<file path="src/rtl/ps2_pkg.sv">
package ps2_pkg;
  typedef enum logic [1:0] {PAR_ODD = 2'd0, PAR_EVEN = 2'd1, PAR_SKIP = 2'd2, PAR_RSVD = 2'd3} par_mode_t;
  typedef enum logic [1:0] {STP_HIGH = 2'd0, STP_LOW = 2'd1, STP_SKIP = 2'd2, STP_RSVD = 2'd3} stop_mode_t;
  localparam logic [1:0] ADDR_DATA = 2'd0;
  localparam logic [1:0] ADDR_CTRL = 2'd1;
  localparam logic [1:0] ADDR_STAT = 2'd2;
  localparam int FRAME_TAIL = 10;  // bits after the start bit
endpackage

</file>
<file path="src/rtl/ps2_line_sync.sv">
module ps2_line_sync #(
  parameter int STAGES = 2
) (
  input  logic clk,
  input  logic rst_n,
  input  logic clk_line,
  input  logic dat_line,
  output logic dat_s,
  output logic fall
);
  logic [STAGES-1:0] clk_q, dat_q;
  logic clk_prev;

  always_ff @(posedge clk or negedge rst_n) begin
    if (!rst_n) begin
      clk_q    <= '1;
      dat_q    <= '1;
      clk_prev <= 1'b1;
    end else begin
      clk_q    <= {clk_q[STAGES-2:0], clk_line};
      dat_q    <= {dat_q[STAGES-2:0], dat_line};
      clk_prev <= clk_q[STAGES-1];
    end
  end

  assign dat_s = dat_q[STAGES-1];
  assign fall  = clk_prev & ~clk_q[STAGES-1];
endmodule

</file>
<file path="src/rtl/ps2_rx_frame.sv">
module ps2_rx_frame
  import ps2_pkg::*;
#(
  parameter int GAP_CYC = 64
) (
  input  logic       clk,
  input  logic       rst_n,
  input  logic       en,
  input  logic       block,
  input  logic       fall,
  input  logic       dat_s,
  input  par_mode_t  par_mode,
  input  stop_mode_t stop_mode,
  output logic       busy,
  output logic       done,
  output logic       err_par,
  output logic       err_frm,
  output logic       timeout,
  output logic [7:0] data
);
  localparam int GW = $clog2(GAP_CYC + 1);
  localparam int CW = $clog2(FRAME_TAIL + 1);

  logic [FRAME_TAIL-1:0] sh, frame_w;
  logic [CW-1:0] cnt;
  logic [GW-1:0] gap;
  logic ones_odd, p_bad, s_bad;

  assign frame_w  = {dat_s, sh[FRAME_TAIL-1:1]};
  assign ones_odd = ^frame_w[8:0];
  always_comb begin
    unique case (par_mode)
      PAR_ODD:  p_bad = ~ones_odd;
      PAR_EVEN: p_bad = ones_odd;
      default:  p_bad = 1'b0;
    endcase
    unique case (stop_mode)
      STP_HIGH: s_bad = ~frame_w[9];
      STP_LOW:  s_bad = frame_w[9];
      default:  s_bad = 1'b0;
    endcase
  end

  always_ff @(posedge clk or negedge rst_n) begin
    if (!rst_n) begin
      busy <= 1'b0; cnt <= '0; gap <= '0; sh <= '0; data <= '0;
      done <= 1'b0; err_par <= 1'b0; err_frm <= 1'b0; timeout <= 1'b0;
    end else begin
      done <= 1'b0; err_par <= 1'b0; err_frm <= 1'b0; timeout <= 1'b0;
      if (!en) begin
        busy <= 1'b0;
      end else if (!busy) begin
        if (fall && !dat_s && !block) begin
          busy <= 1'b1; cnt <= '0; gap <= '0;
        end
      end else if (fall) begin
        gap <= '0;
        sh  <= frame_w;
        cnt <= cnt + 1'b1;
        if (cnt == CW'(FRAME_TAIL - 1)) begin
          busy    <= 1'b0;
          err_par <= p_bad;
          err_frm <= s_bad;
          if (!p_bad && !s_bad) begin
            done <= 1'b1;
            data <= frame_w[7:0];
          end
        end
      end else if (gap == GW'(GAP_CYC - 1)) begin
        busy <= 1'b0; timeout <= 1'b1;
      end else begin
        gap <= gap + 1'b1;
      end
    end
  end

  assert_gap_bound_R11: assert property (@(posedge clk) disable iff (!rst_n)
    busy |-> (gap < GW'(GAP_CYC)));
  assert_done_idle_R2: assert property (@(posedge clk) disable iff (!rst_n)
    done |-> !busy);
endmodule

</file>
<file path="src/rtl/ps2_tx_frame.sv">
module ps2_tx_frame
  import ps2_pkg::*;
#(
  parameter int INHIBIT_CYC  = 16,
  parameter int TX_START_CYC = 64,
  parameter int TX_GAP_CYC   = 64
) (
  input  logic       clk,
  input  logic       rst_n,
  input  logic       en,
  input  logic       start,
  input  logic [7:0] data,
  input  par_mode_t  par_mode,
  input  logic       fall,
  output logic       clk_oe,
  output logic       dat_oe,
  output logic       idle,
  output logic       timeout,
  output logic       st_timeout
);
  localparam int TMAX = (INHIBIT_CYC > TX_START_CYC) ?
                        ((INHIBIT_CYC > TX_GAP_CYC) ? INHIBIT_CYC : TX_GAP_CYC) :
                        ((TX_START_CYC > TX_GAP_CYC) ? TX_START_CYC : TX_GAP_CYC);
  localparam int TW = $clog2(TMAX + 1);
  localparam int NW = $clog2(FRAME_TAIL + 1);

  typedef enum logic [1:0] {T_IDLE, T_INHIB, T_REQ, T_SHIFT} tstate_t;
  tstate_t st;
  logic [TW-1:0] tmr;
  logic [NW-1:0] nb;
  logic [FRAME_TAIL-1:0] sh;
  logic outbit, par_bit;

  assign par_bit = (par_mode == PAR_EVEN) ? ^data : ~^data;

  always_ff @(posedge clk or negedge rst_n) begin
    if (!rst_n) begin
      st <= T_IDLE; tmr <= '0; nb <= '0; sh <= '0; outbit <= 1'b1;
      timeout <= 1'b0; st_timeout <= 1'b0;
    end else begin
      timeout <= 1'b0; st_timeout <= 1'b0;
      if (!en) begin
        st <= T_IDLE;
      end else begin
        unique case (st)
          T_IDLE: if (start) begin
            st <= T_INHIB; tmr <= '0;
            sh <= {1'b1, par_bit, data};
          end
          T_INHIB: begin
            tmr <= tmr + 1'b1;
            if (tmr == TW'(INHIBIT_CYC - 1)) begin
              st <= T_REQ; tmr <= '0;
            end
          end
          T_REQ: begin
            tmr <= tmr + 1'b1;
            if (fall) begin
              st <= T_SHIFT; tmr <= '0; nb <= NW'(1);
              outbit <= sh[0]; sh <= sh >> 1;
            end else if (tmr == TW'(TX_START_CYC - 1)) begin
              st <= T_IDLE; st_timeout <= 1'b1;
            end
          end
          T_SHIFT: begin
            tmr <= tmr + 1'b1;
            if (fall) begin
              tmr <= '0;
              if (nb == NW'(FRAME_TAIL)) begin
                st <= T_IDLE; outbit <= 1'b1;
              end else begin
                outbit <= sh[0]; sh <= sh >> 1; nb <= nb + 1'b1;
              end
            end else if (tmr == TW'(TX_GAP_CYC - 1)) begin
              st <= T_IDLE; timeout <= 1'b1; outbit <= 1'b1;
            end
          end
          default: st <= T_IDLE;
        endcase
      end
    end
  end

  assign clk_oe = (st == T_INHIB);
  assign dat_oe = (st == T_REQ) | ((st == T_SHIFT) & ~outbit);
  assign idle   = (st == T_IDLE);

  assert_release_with_request_R8: assert property (@(posedge clk) disable iff (!rst_n || !en)
    $fell(clk_oe) |-> dat_oe);
  assert_no_timeout_when_idle_R9: assert property (@(posedge clk) disable iff (!rst_n)
    (st_timeout || timeout) |-> idle);
endmodule

</file>
<file path="src/rtl/ps2_port_ctrl.sv">
module ps2_port_ctrl
  import ps2_pkg::*;
#(
  parameter int INHIBIT_CYC  = 16,
  parameter int TX_START_CYC = 64,
  parameter int TX_GAP_CYC   = 64,
  parameter int RX_GAP_CYC   = 64
) (
  input  logic       clk,
  input  logic       rst_n,
  input  logic       reg_wr,
  input  logic       reg_rd,
  input  logic [1:0] reg_addr,
  input  logic [7:0] reg_wdata,
  output logic [7:0] reg_rdata,
  input  logic       ps2_clk_i,
  input  logic       ps2_dat_i,
  output logic       ps2_clk_oe,
  output logic       ps2_dat_oe,
  output logic       irq
);
  logic [5:0] ctrl;
  logic [7:0] rx_buf;
  logic rdy, f_rxto, f_par, f_frm, f_txto, f_txst;
  logic dat_s, fall;
  logic rx_en, tx_en, rx_busy, rx_done, rx_perr, rx_ferr, rx_to;
  logic [7:0] rx_data;
  logic tx_clk_oe, tx_dat_oe, tx_idle, tx_to, tx_st_to, tx_start;
  logic [7:0] stat;
  logic wr_stat, rd_data;

  assign rx_en    = ctrl[1] & ~ctrl[0];
  assign tx_en    = ctrl[1] & ctrl[0];
  assign tx_start = reg_wr && reg_addr == ADDR_DATA && tx_en && tx_idle;
  assign wr_stat  = reg_wr && reg_addr == ADDR_STAT;
  assign rd_data  = reg_rd && reg_addr == ADDR_DATA;

  ps2_line_sync #(.STAGES(2)) sync_i (
    .clk(clk), .rst_n(rst_n), .clk_line(ps2_clk_i), .dat_line(ps2_dat_i),
    .dat_s(dat_s), .fall(fall));

  ps2_rx_frame #(.GAP_CYC(RX_GAP_CYC)) rx_i (
    .clk(clk), .rst_n(rst_n), .en(rx_en), .block(rdy), .fall(fall), .dat_s(dat_s),
    .par_mode(par_mode_t'(ctrl[3:2])), .stop_mode(stop_mode_t'(ctrl[5:4])),
    .busy(rx_busy), .done(rx_done), .err_par(rx_perr), .err_frm(rx_ferr),
    .timeout(rx_to), .data(rx_data));

  ps2_tx_frame #(.INHIBIT_CYC(INHIBIT_CYC), .TX_START_CYC(TX_START_CYC),
                 .TX_GAP_CYC(TX_GAP_CYC)) tx_i (
    .clk(clk), .rst_n(rst_n), .en(tx_en), .start(tx_start), .data(reg_wdata),
    .par_mode(par_mode_t'(ctrl[3:2])), .fall(fall), .clk_oe(tx_clk_oe),
    .dat_oe(tx_dat_oe), .idle(tx_idle), .timeout(tx_to), .st_timeout(tx_st_to));

  always_ff @(posedge clk or negedge rst_n) begin
    if (!rst_n) begin
      ctrl <= '0; rx_buf <= '0; rdy <= 1'b0;
      f_rxto <= 1'b0; f_par <= 1'b0; f_frm <= 1'b0; f_txto <= 1'b0; f_txst <= 1'b0;
    end else begin
      if (reg_wr && reg_addr == ADDR_CTRL) ctrl <= reg_wdata[5:0];
      if (rx_done) begin
        rdy <= 1'b1; rx_buf <= rx_data;
      end else if (rd_data) begin
        rdy <= 1'b0;
      end
      f_rxto <= rx_to    | (f_rxto & ~(wr_stat & reg_wdata[1]));
      f_par  <= rx_perr  | (f_par  & ~(wr_stat & reg_wdata[2]));
      f_frm  <= rx_ferr  | (f_frm  & ~(wr_stat & reg_wdata[3]));
      f_txto <= tx_to    | (f_txto & ~(wr_stat & reg_wdata[5]));
      f_txst <= tx_st_to | (f_txst & ~(wr_stat & reg_wdata[7]));
    end
  end

  assign stat = {f_txst, rx_busy, f_txto, tx_idle, f_frm, f_par, f_rxto, rdy};

  always_comb begin
    unique case (reg_addr)
      ADDR_DATA: reg_rdata = rx_buf;
      ADDR_CTRL: reg_rdata = {2'b00, ctrl};
      ADDR_STAT: reg_rdata = stat;
      default:   reg_rdata = 8'h00;
    endcase
  end

  assign ps2_clk_oe = tx_clk_oe | (rx_en & rdy);
  assign ps2_dat_oe = tx_dat_oe;
  assign irq = rdy | f_rxto | f_par | f_frm | f_txto | f_txst;

  assert_read_clears_ready_R1: assert property (@(posedge clk) disable iff (!rst_n)
    (rd_data && !rx_done) |=> !rdy);
  assert_w1c_clears_R6: assert property (@(posedge clk) disable iff (!rst_n)
    (wr_stat && reg_wdata[1] && !rx_to) |=> !f_rxto);
  assert_disabled_quiet_R12: assert property (@(posedge clk) disable iff (!rst_n)
    !ctrl[1] |=> (!rx_busy && tx_idle));
  assert_one_direction_R5: assert property (@(posedge clk) disable iff (!rst_n)
    !(rx_busy && !tx_idle));
endmodule

</file>
<file path="config.mk">
export PLATFORM = sky130hd
export DESIGN_NAME = ps2_port_ctrl
export DESIGN_NICKNAME = d
export VERILOG_FILES = /design/src/rtl/ps2_pkg.sv /design/src/rtl/ps2_line_sync.sv /design/src/rtl/ps2_rx_frame.sv /design/src/rtl/ps2_tx_frame.sv /design/src/rtl/ps2_port_ctrl.sv
export SDC_FILE = /design/constraint.sdc
export NUM_CORES = 1
export LEC_CHECK = 0
export ABC_CLOCK_PERIOD_IN_PS = 2400
export BUFFER_PORTS_ARGS = -buffer_cell sky130_fd_sc_hd__buf_2
export CORE_ASPECT_RATIO = 1.25
export CORE_MARGIN = 4
export CORE_UTILIZATION = 60
export CTS_CLUSTER_DIAMETER = 80
export CTS_CLUSTER_SIZE = 28
export DETAILED_ROUTE_END_ITERATION = 16
export PLACE_DENSITY_LB_ADDON = 0.05
export SLEW_MARGIN = 20
export SYNTH_ARGS = -nofsm -noshare
export SYNTH_HDL_FRONTEND = slang
export SYNTH_SLANG_ARGS = --single-unit
export TNS_END_PERCENT = 100
</file>
<file path="constraint.sdc">
create_clock -name clk -period 2.4 [get_ports clk]
set_input_delay 0.72 -clock clk [delete_from_list [all_inputs] [get_ports clk]]
set_output_delay 0.72 -clock clk [all_outputs]
set_load 0.02 [all_outputs]
</file>
Yosys cells after proc, flatten, opt, wreduce, memory -nomap -nowiden
Index checks and enable logic that the tools add are counted.
- latch bits: 0
- register bits after elaboration: 85
- bits in writable memories: 0
- memory bits (read-only): 0
- memories kept: 0
- logic and storage cells: 192
- bitwise gates (word level): 37
- shift-type cells: 0
- equality and inequality tests: 22
- magnitude comparators: 0
- divide/modulo/power cells: 0
- reductions and logical operators: 34
- add/subtract/negate cells: 4
- multipliers: 0
- multiplexer cells: 68
- operators by type and width (kind ; count):
    two-way mux 7 bit ; 7
    two-way mux 10 bit ; 4
    two-way mux 1 bit ; 36
    case mux 10 bit (3 select lines) ; 1
    two-way mux 4 bit ; 6
    case mux 8 bit (3 select lines) ; 1
    case mux 7 bit (3 select lines) ; 1
    AND 1 bit ; 15
    adder 7 x 1 -> 7 bit, second input constant ; 2
    equality test 7 x 6 -> 1 bit, second input constant ; 2
    two-way mux 2 bit ; 7
    != test 3 x 2 -> 1 bit, second input constant ; 4
    bitwise OR 1 bit ; 12
    AND reduction 3 bit ; 4
    inverter 1 bit ; 10
    AND reduction 5 bit ; 2
    logical AND 1 bit ; 9
    parity 9 bit ; 1
    adder 4 x 1 -> 4 bit, second input constant ; 2
    equality test 2 x 1 -> 1 bit, second input constant ; 4
    equality test 4 bit, second input constant ; 2
    zero test 2 bit ; 4
    case mux 2 bit (4 select lines) ; 1
    case mux 4 bit (2 select lines) ; 1
    other kinds (15) ; 27

Longest topological paths before layout
Gate-level depths: netlist of run 1.
- depth in word-level cells: 10
- gate-level depth with buffers: 8
- depth with buffers taken out: 7

By module
From an unflattened synthesis of run 1, not the netlist that was laid out.
- cells, all modules: 365
- area, all modules: 4127.7 µm²
- by module, submodules not included (module ; area an instance (µm²) ; cells an instance ; instances ; sequential area each (µm²)):
    ps2_rx_frame ; 1497.7 ; 120 ; 1 ; 825.8
    ps2_tx_frame ; 1488.9 ; 158 ; 1 ; 651.9
    ps2_port_ctrl ; 996.0 ; 81 ; 1 ; 500.5
    ps2_line_sync ; 145.1 ; 6 ; 1 ; 131.4

Least setup slack after synthesis of run 1
No wires, ideal clock.
- kind: in2out
- from: input port reg_addr[1]
- to: output port reg_rdata[0]
- stages: 3
- required time: 1680 ps
- arrival: 1740 ps
- path slack: -60 ps
- cells stage by stage: buf_1 mux2i_1 o21ai_0
- cells in the longest elaborated chain, start to end: 2
- RTL lines (element ; RTL line ; source):
    start, declared ; ps2_port_ctrl.sv:13 ; input logic [1:0] reg_addr,
    equality test 2 bit, or another cell as far along ; ps2_port_ctrl.sv:76 ; unique case (reg_addr)
    case mux 8 bit (3 select lines) * ; ps2_port_ctrl.sv:76 ;
    end, declared ; ps2_port_ctrl.sv:15 ; output logic [7:0] reg_rdata,
Mark *: on every way between the ends. The rest lies on a longest branch, timed or not.

Worst setup path after layout of run 1
- from: input port reg_addr[1]
- to: output port reg_rdata[1]
Same word-level chain as after synthesis.

==> results of run 1 <==
==> cell usage after synthesis (3+ instances only) <==
cell	number
a21o_1	7
a21oi_1	9
a22o_1	5
and2_1	3
and3_1	5
buf_1	3
clkbuf_1	10
dfrtp_1	78
dfstp_2	6
ha_1	6
inv_1	7
mux2_2	32
mux2i_1	18
nand2_1	51
nand2b_1	4
nand3_1	12
nor2_1	17
nor2b_1	5
nor3_1	8
nor4_1	5
o21ai_0	31
o21ai_1	3
o31ai_1	4
xnor2_1	11
xor2_1	5
==> registers in the layout, indices dropped and copies added, names as in the netlist, 2 cells and up <==
register / flops
ctrl: 6
rx_buf: 8
rx_i.cnt: 4
rx_i.data: 8
rx_i.gap: 7
rx_i.sh: 9
sync_i.clk_q: 2
sync_i.dat_q: 2
tx_i.nb: 4
tx_i.sh: 10
tx_i.st: 2
tx_i.tmr: 7
==> metal layers <==
metal	track usage (%)	wire length (µm)
met5	0	0
met4	7.928	138
met3	5.117	255
met2	36.76	4079
met1	29.88	3741
==> through the flow <==
step           total power, mW  hold slack, ps  area [µm²]  instances
2_1_floorplan            1.859           345.2        4074        377
3_3_place_gp             1.993           346.1        4372        489
3_5_place_dp             2.008           348.5        4372        489
4_1_cts                  3.205           326.1        4609        504
5_1_grt                  3.331           332.4        4609        504
6_report                 3.174           322.0        4609        504
==> cells by family (layout without fill, tap and decap cells) <==
| group | Yosys count | count (layout) |
|---|---|---|
| flip-flops | 84 | 84 |
| AO/OA/AOI/OAI | 77 | 77 |
| adder cells (fa/ha/maj) | 6 | 6 |
| AND/OR/NAND/NOR | 121 | 121 |
| multiplexers | 50 | 50 |
| buffers and inverters | 21 | 61 |
| XOR/XNOR | 18 | 18 |
==> power groups by stage <==
stage | Sequential [mW] | Combinational, mW | Clock, mW
after CTS | 1.62 | 0.366 | 1.22
after global placement | 1.64 | 0.352 | 0
after global routing | 1.63 | 0.413 | 1.28
after floorplan | 1.62 | 0.238 | 0
final | 1.62 | 0.361 | 1.20
after detailed placement | 1.64 | 0.364 | 0
==> cell type report <==
class,count,area (µm²)
fill,499,1956
multi-input combinational,272,1884
clock inverter,6,113.9
clock buffer,9,123.9
sequential,84,2110
inverter,7,26.28
timing repair buffer,39,242.7
tap,87,108.9
==> critical path: cells and delay by family <==
family	cells	cell delay, ps
mux	1	130
compound gates	1	180
buf+inv	3	500
==> final timing paths <==
kind / endpoint / slack, ps / startpoint
max in group asynchronous: ctrl[1] / 1430 / rst_n
max: reg_rdata[1] / 140 / reg_addr[1]
min reg2reg: sync_i.dat_q[1] / 360 / sync_i.dat_q[0]
max reg2reg: rx_i.data[5] / 160 / rx_i.sh[7]
min in group clk: sync_i.dat_q[1] / 360 / sync_i.dat_q[0]
min: tx_i.sh[6] / 320 / rst_n
==> results.tsv, run 1 <==
stage	metric	value	unit
run_status	outcome	finished, final reports clean	
floorplanning	die_w	81.70	µm
clock_tree	numCtsBuffers	9	
power	sw_frac_of_total	25.15	%
global_route	grt_pass1_vias	2945	
global_route	grt_max_degree	36	
timing	period_share	94.27	%
route	wl_per_cell	16.30	µm
timing	slew_viol_final	0	
layout	drive_above_1_share	23.02	%
timing	max_freq	442.0	MHz
yosys	ys_seq_area_share	51.78	%
job	cap_violations	0	
critical_path	crit_path_max_incr_delay	200	ps
floorplanning	die_area	8180	µm²
critical_path	r2r_cells	5	
timing	fin_ws	137.5	ps
timing	max_slew_margin	64.09	%
place	hpwl	5880	µm
yosys	yosys.area.top_type_share	47.91	%
global_route	grt_pass1_wl	14060	µm
global_route	grtUsageTotal	22.65	%
yosys	synth.area.mux_share	13.27	%
power	vdd_drop_max	0.0006884	V
timing	layout_min_cycle_time	2263	ps
critical_path	crit_slowest_cell	buf_2	
power	power_density	688.6	nW/µm²
critical_path	startpoint_type	primary input	
place	pre_cts_ws	103.6	ps
yosys	syn_inst	377	
place	port_buffers	26	
power	p_sw	798.2	µW
yosys	synth_simple_gate_area_share	14.28	%
clock_tree	clkTransAtPathRegs	90	ps
critical_path	crit_path_end_kind	output pin	
route	drt_iter0_drc	183	
yosys	syn_area_per_cell	10.81	µm²
layout	layout.nets	435	
route	drc	0	
power	pwr-share-clk	37.7	%
yosys	synth-xor-area-share	4.545	%
global_route	grt_overflow	0	
layout	final_cell_mix	dfrtp_1 (78), nand2_1 (51), mux2_2 (32), o21ai_0 (25), buf_2 (25)	
place	routabilityCongestion	0.7815	
clock_tree	cts_max_level	3	
clock_tree	postCtsResizedCells	0	
yosys	yosys.cell_types.count	49	
clock_tree	ctsHoldBuffers	0	
yosys	synth-compound-area-share	12.32	%
route	vias	2908	
timing	hold_viol_final	0	
floorplanning	num_rows	33	
floorplanning	start_util	62.05	%
critical_path	path_class	primary input to output pin	
critical_path	cp_cell_sequence	buf_2, buf_4, mux2i_1, o21ai_1, buf_2	
global_route	antenna_found_initial	0	
power	p_int	2.376	mW
power	p_leak	2.191	nW
yosys	ys_warn_count	0	
clock_tree	clk_path_buf_depth	2	
layout	n_antenna_cell	0	
layout	final_common_cell	dfrtp_1	
power	pwr-share-comb	11.4	%
critical_path	path_max_fanout	11	
floorplanning	fp.dieH	100.1	µm
yosys	yosys.area.top_type	dfrtp_1	
floorplanning	ioPinCount	27	
yosys	synthesis.nets	399	
layout	fin_util	70.21	%
yosys	netlist_area	4074	µm²
clock_tree	cts_root_buf	clkbuf_8	
floorplanning	core_area	6565	µm²
yosys	synth_fa_ha_area_share	1.843	%
route	wl	8215	µm
timing	rsz0062_at_grt	false	
critical_path	required	1680	ps
timing	fin_worst_skew	12.67	ps
yosys	synth_top_family_by_area	simple AND/OR/NAND/NOR gates	
layout	areaGrowthSynthToFinish	13.14	%
route	drt_pre_antenna_iters	4	
clock_tree	clk_latency	350	ps
yosys	async_reset_ff_share	100.0	%
route	drt.antenna.violating_nets	0	
clock_tree	cts.sinks	84	
critical_path	cp.arrival	1540	ps
timing	setup-violations-final	0	
yosys	yosys_most_used_dff	dfrtp_1	
worst_hold_path	hp-class	primary input to async pin	
clock_tree	cts_setup_buffers	0	
power	seq_power_share	51.0	%
yosys	synth_seq_cells	84	
yosys	synth.area.top_cells	dfrtp_1 (48%), mux2_2 (8.8%), nand2_1 (4.7%)	
yosys	synth-edff-count	0	
timing	max_slew.worst_pin.slew	533.7	ps
clock_tree	cts_tree	yes	
route	viasPerCell	5.770	
critical_path	critPathMostFrequentCell	buf_2	
timing	tns	0	ps
No activity file was read; power rests on OpenSTA's default activity.
==> run 2, diff against run 1 <==
- ABC_CLOCK_PERIOD_IN_PS: 2400 -> 2600
- CTS_CLUSTER_SIZE: 28 -> unset
- SLEW_MARGIN: 20 -> 0
- clock period: 2.4 -> 2.6 ns (I/O delays scaled with it)
==> results.tsv, run 2 (synthesized netlist as in run 1, its figures left out) <==
stage	metric	value	unit
run_status	outcome	finished, final reports clean	
layout	top_register	tx_i.sh	
floorplanning	fp.dieH	100.1	µm
power	p_leak	2.158	nW
power	power_density	591.5	nW/µm²
route	vias	2850	
route	drt.antenna.violating_nets	0	
timing	slew_viol_final	0	
timing	layout_min_cycle_time	2462	ps
route	wl	8079	µm
critical_path	crit_path_end_kind	output pin	
critical_path	path_class	primary input to output pin	
clock_tree	cts_root_buf	clkbuf_8	
place	pre_cts_ws	144.6	ps
critical_path	path_max_fanout	4	
place	hpwl	5766	µm
route	wl_per_cell	16.06	µm
floorplanning	num_rows	33	
layout	n_antenna_cell	0	
timing	period_share	94.68	%
clock_tree	cts_setup_buffers	0	
layout	drive_above_1_share	22.84	%
floorplanning	ioPinCount	27	
global_route	grt_max_degree	85	
clock_tree	cts_tree	yes	
timing	max_freq	406.2	MHz
job	cap_violations	0	
clock_tree	ctsHoldBuffers	0	
timing	setup-violations-final	0	
route	drc	0	
layout	top_regs	tx_i.sh x10, rx_i.sh x9	
layout	layout.nets	433	
floorplanning	start_util	62.05	%
route	drt_iter0_drc	191	
layout	final_cell_mix	dfrtp_1 (78), nand2_1 (51), mux2_2 (32), o21ai_0 (31), buf_2 (25)	
clock_tree	clk_latency	360	ps
floorplanning	die_w	81.70	µm
timing	max_slew_margin	65.04	%
place	routabilityCongestion	0.7708	
floorplanning	core_area	6565	µm²
worst_hold_path	hp-class	flip-flop to flip-flop	
global_route	grt_pass1_vias	2922	
layout	largest_reg_flops	10	
global_route	grt_pass1_wl	13810	µm
global_route	antenna_found_initial	0	
clock_tree	cts_max_level	3	
timing	tns	0	ps
route	viasPerCell	5.666	
timing	whs	359.3	ps
floorplanning	die_area	8180	µm²
clock_tree	cts.sinks	84	
route	drt_pre_antenna_iters	4	
global_route	grtUsageTotal	22.05	%
timing	rsz0062_at_grt	false	
timing	fin_worst_skew	14.52	ps
place	port_buffers	26	
timing	hold_viol_final	0	
clock_tree	clkTransAtPathRegs	80	ps
timing	fin_ws	138.3	ps
layout	areaGrowthSynthToFinish	11.39	%
power	vdd_drop_max	0.0004475	V
clock_tree	numCtsBuffers	9	
critical_path	cp.arrival	1680	ps
critical_path	required	1820	ps
clock_tree	postCtsResizedCells	0	
layout	final_common_cell	dfrtp_1	
global_route	grt_overflow	0	
critical_path	startpoint_type	primary input	
clock_tree	clk_path_buf_depth	2	
layout	nFillCells	488	
timing	max_slew.worst_pin.slew	519.9	ps
## run 2: changes by cell type in the layout (fill, tap and decap cells not counted), sizes merged
cell / before / now
bufinv: 3 / 0
inv: 7 / 10
buf: 39 / 37
clkinv: 1 / 2
## run 2: where the power goes
group          total [mW]  switching [mW]  leakage [nW]  internal (mW)
Combinational       0.321           0.180         0.945          0.140
Sequential           1.50          0.0875          1.13           1.41
Clock               0.863           0.503        0.0881          0.360
Total                2.68           0.771          2.16           1.91
## run 2: area by class of cell
type	instances	area [µm²]	share of cell area, %
timing repair buffer	37	227.7	5.018
multi-input combinational	272	1884	41.52
clock buffer	9	123.9	2.730
inverter	7	26.28	0.5790
clock inverter	7	57.56	1.268
sequential	84	2110	46.48
tap	87	108.9	2.399
## run 2: final timing paths
check	from	to	slack [ps]	cells past startpoint
worst min-delay path	sync_i.dat_q[0]	sync_i.dat_q[1]	360	0
worst max-delay path	reg_addr[0]	reg_rdata[1]	140	6
worst max register to register	rx_i.sh[3]	rx_i.data[6]	370	5
max in group asynchronous	rst_n	sync_i.clk_prev	1780	2
min in group asynchronous	rst_n	tx_i.tmr[3]	420	2
worst min register to register	sync_i.dat_q[0]	sync_i.dat_q[1]	360	0
## run 2: metal layers
metal / vias up / track usage, % / routed length, µm
met2: 46 / 35.38 / 3920
met4: 0 / 8.440 / 108
li1: 1408 / - / -
met3: 8 / 4.039 / 205
met1: 1388 / 29.78 / 3844
met5: - / 0 / 0
## run 2: stage by stage
stage          std cells  utilization [%]  total power [mW]  instance area [µm²]
2_1_floorplan        377                -             1.715                 4074
3_3_place_gp         487            66.36             1.836                 4357
3_5_place_dp         487            66.36             1.851                 4357
4_1_cts              503            69.13             2.714                 4538
5_1_grt              503            69.13             2.818                 4538
6_report             503            69.13             2.684                 4538
## run 2: critical path, cell delays in order
cell     delay, ps
buf_2           90
nor2b_1        300
buf_4          200
nand2_1         50
o21ai_0         70
buf_2          190
==> run 3, diff against run 2 <==
- MAX_ROUTING_LAYER: unset -> met4
==> results.tsv, run 3 (synthesized netlist as in run 1, its figures left out) <==
stage	metric	value	unit
timing	slew_viol_final	0	
power	vdd_drop_max	0.0004479	V
timing	hold_viol_final	0	
critical_path	startpoint_type	primary input	
power	pwr-share-clk	32.2	%
clock_tree	clkTransAtPathRegs	80	ps
worst_hold_path	hold_depth	0	
layout	top_regs	tx_i.sh x10, rx_i.sh x9	
global_route	antenna_found_initial	0	
critical_path	required	1820	ps
critical_path	crit_path_max_incr_delay	300	ps
floorplanning	num_rows	33	
layout	fin_util	69.13	%
timing	rsz0062_at_grt	false	
critical_path	path_class	primary input to output pin	
global_route	grtUsageTotal	22.71	%
critical_path	cp.arrival	1680	ps
clock_tree	cts.sinks	84	
timing	fin_worst_skew	13.64	ps
critical_path	worst-r2r-setup-slack	370	ps
floorplanning	start_util	62.05	%
timing	max_freq	406.4	MHz
power	p_int	1.914	mW
power	power_density	591.8	nW/µm²
clock_tree	postCtsResizedCells	0	
route	viasPerCell	5.662	
floorplanning	die_area	8180	µm²
critical_path	path_max_fanout	4	
route	drc	0	
route	drt_iter0_drc	223	
power	total_power	2.686	mW
critical_path	crit_slowest_cell	nor2b_1	
job	cap_violations	0	
layout	n_antenna_cell	0	
layout	largest_reg_flops	10	
floorplanning	fp.dieH	100.1	µm
critical_path	r2r_end	rx_i.data[6]	
timing	period_share	94.63	%
worst_hold_path	hp-class	flip-flop to flip-flop	
place	hpwl	5766	µm
floorplanning	ioPinCount	27	
critical_path	critPathMostFrequentCell	buf_2	
layout	final_common_cell	dfrtp_1	
critical_path	timing.rr.start	rx_i.sh[3]	
place	port_buffers	26	
place	routabilityCongestion	0.7812	
layout	layout.nets	433	
critical_path	r2r_cells	5	
power	p_sw	772.2	µW
route	drt.antenna.violating_nets	0	
timing	max_slew.worst_pin.slew	521.7	ps
layout	final_cell_mix	dfrtp_1 (78), nand2_1 (51), mux2_2 (32), o21ai_0 (31), buf_2 (25)	
global_route	grt_max_degree	85	
clock_tree	cts_max_level	3	
floorplanning	die_w	81.70	µm
route	vias	2848	
worst_hold_path	hold_end	sync_i.dat_q[1]	
route	wl_per_cell	16.04	µm
clock_tree	cts_root_buf	clkbuf_8	
layout	top_register	tx_i.sh	
route	wl	8066	µm
route	drt_pre_antenna_iters	4	
clock_tree	clk_path_buf_depth	2	
power	p_leak	2.158	nW
clock_tree	cts_setup_buffers	0	
clock_tree	cts_tree	yes	
clock_tree	numCtsBuffers	9	
timing	setup-violations-final	0	
timing	whs	359.4	ps
timing	tns	0	ps
timing	layout_min_cycle_time	2460	ps
clock_tree	ctsHoldBuffers	0	
critical_path	crit_path_end_kind	output pin	
power	sw_frac_of_total	28.75	%
clock_tree	clk_latency	360	ps
power	seq_power_share	55.9	%
power	pwr-share-comb	11.9	%
layout	areaGrowthSynthToFinish	11.39	%
timing	max_slew_margin	64.92	%
critical_path	cp_cell_sequence	buf_2, nor2b_1, buf_4, nand2_1, o21ai_0, buf_2	
global_route	grt_pass1_wl	13850	µm
worst_hold_path	worstHoldStart	sync_i.dat_q[0]	
global_route	grt_pass1_vias	2915	
layout	drive_above_1_share	22.84	%
run_status	outcome	finished, final reports clean	
global_route	grt_overflow	0	
floorplanning	core_area	6565	µm²
-- run 3: cell counts in the layout (fill, tap and decap cells not counted) --
No cell type changed its count.
-- run 3: how the worst max path moves through the flow --
| stage | start | end | slack (ps) | depth (start not counted) |
|---|---|---|---|---|
| CTS | reg_addr[0] | reg_rdata[1] | 140 | 6 |
| global route | reg_addr[0] | reg_rdata[3] | 70 | 6 |
| detailed placement | reg_addr[0] | reg_rdata[1] | 140 | 6 |
| global placement | reg_addr[0] | reg_rdata[1] | 150 | 6 |
| floorplan | reg_addr[1] | reg_rdata[0] | 20 | 3 |
| finish | reg_addr[0] | reg_rdata[1] | 140 | 6 |
-- run 3: area by class of cell --
cell class | instances | area [µm²]
Multi-Input combinational cell | 272 | 1884
Clock inverter | 7 | 57.56
Tap cell | 87 | 108.9
Fill cell | 488 | 2027
Timing Repair Buffer | 37 | 227.7
Sequential cell | 84 | 2110
Clock buffer | 9 | 123.9
Inverter | 7 | 26.28
-- run 3: worst max-delay path: cells and delay by family --
family / cells / cell delay (ps)
compound gates: 1 / 70
buf+inv: 3 / 480
simple gates: 2 / 350
-- run 3: metal layers --
layer,part of all wire [%],vias to the layer above,track usage [%],wire (µm)
li1,-,1408,-,-
met1,48,1383,30.27,3859
met2,48,46,35.19,3870
met3,2.5,11,3.411,205
met4,1.6,0,8.824,131
met5,0,-,-,0
-- run 3: power by group through the flow --
stage | Combinational [mW] | Clock, mW | Sequential, mW
after floorplan | 0.219 | 0 | 1.50
after global placement | 0.316 | 0 | 1.52
after detailed placement | 0.327 | 0 | 1.52
after CTS | 0.328 | 0.886 | 1.50
after global routing | 0.364 | 0.940 | 1.51
final | 0.321 | 0.864 | 1.50
-- run 3: per-stage QoR --
stage	worst slack, ps	cells	area, µm²
after floorplan	20.45	377	4074
after global placement	151.0	487	4357
after detailed placement	144.6	487	4357
after CTS	138.5	503	4538
after global routing	66.60	503	4538
final	139.6	503	4538
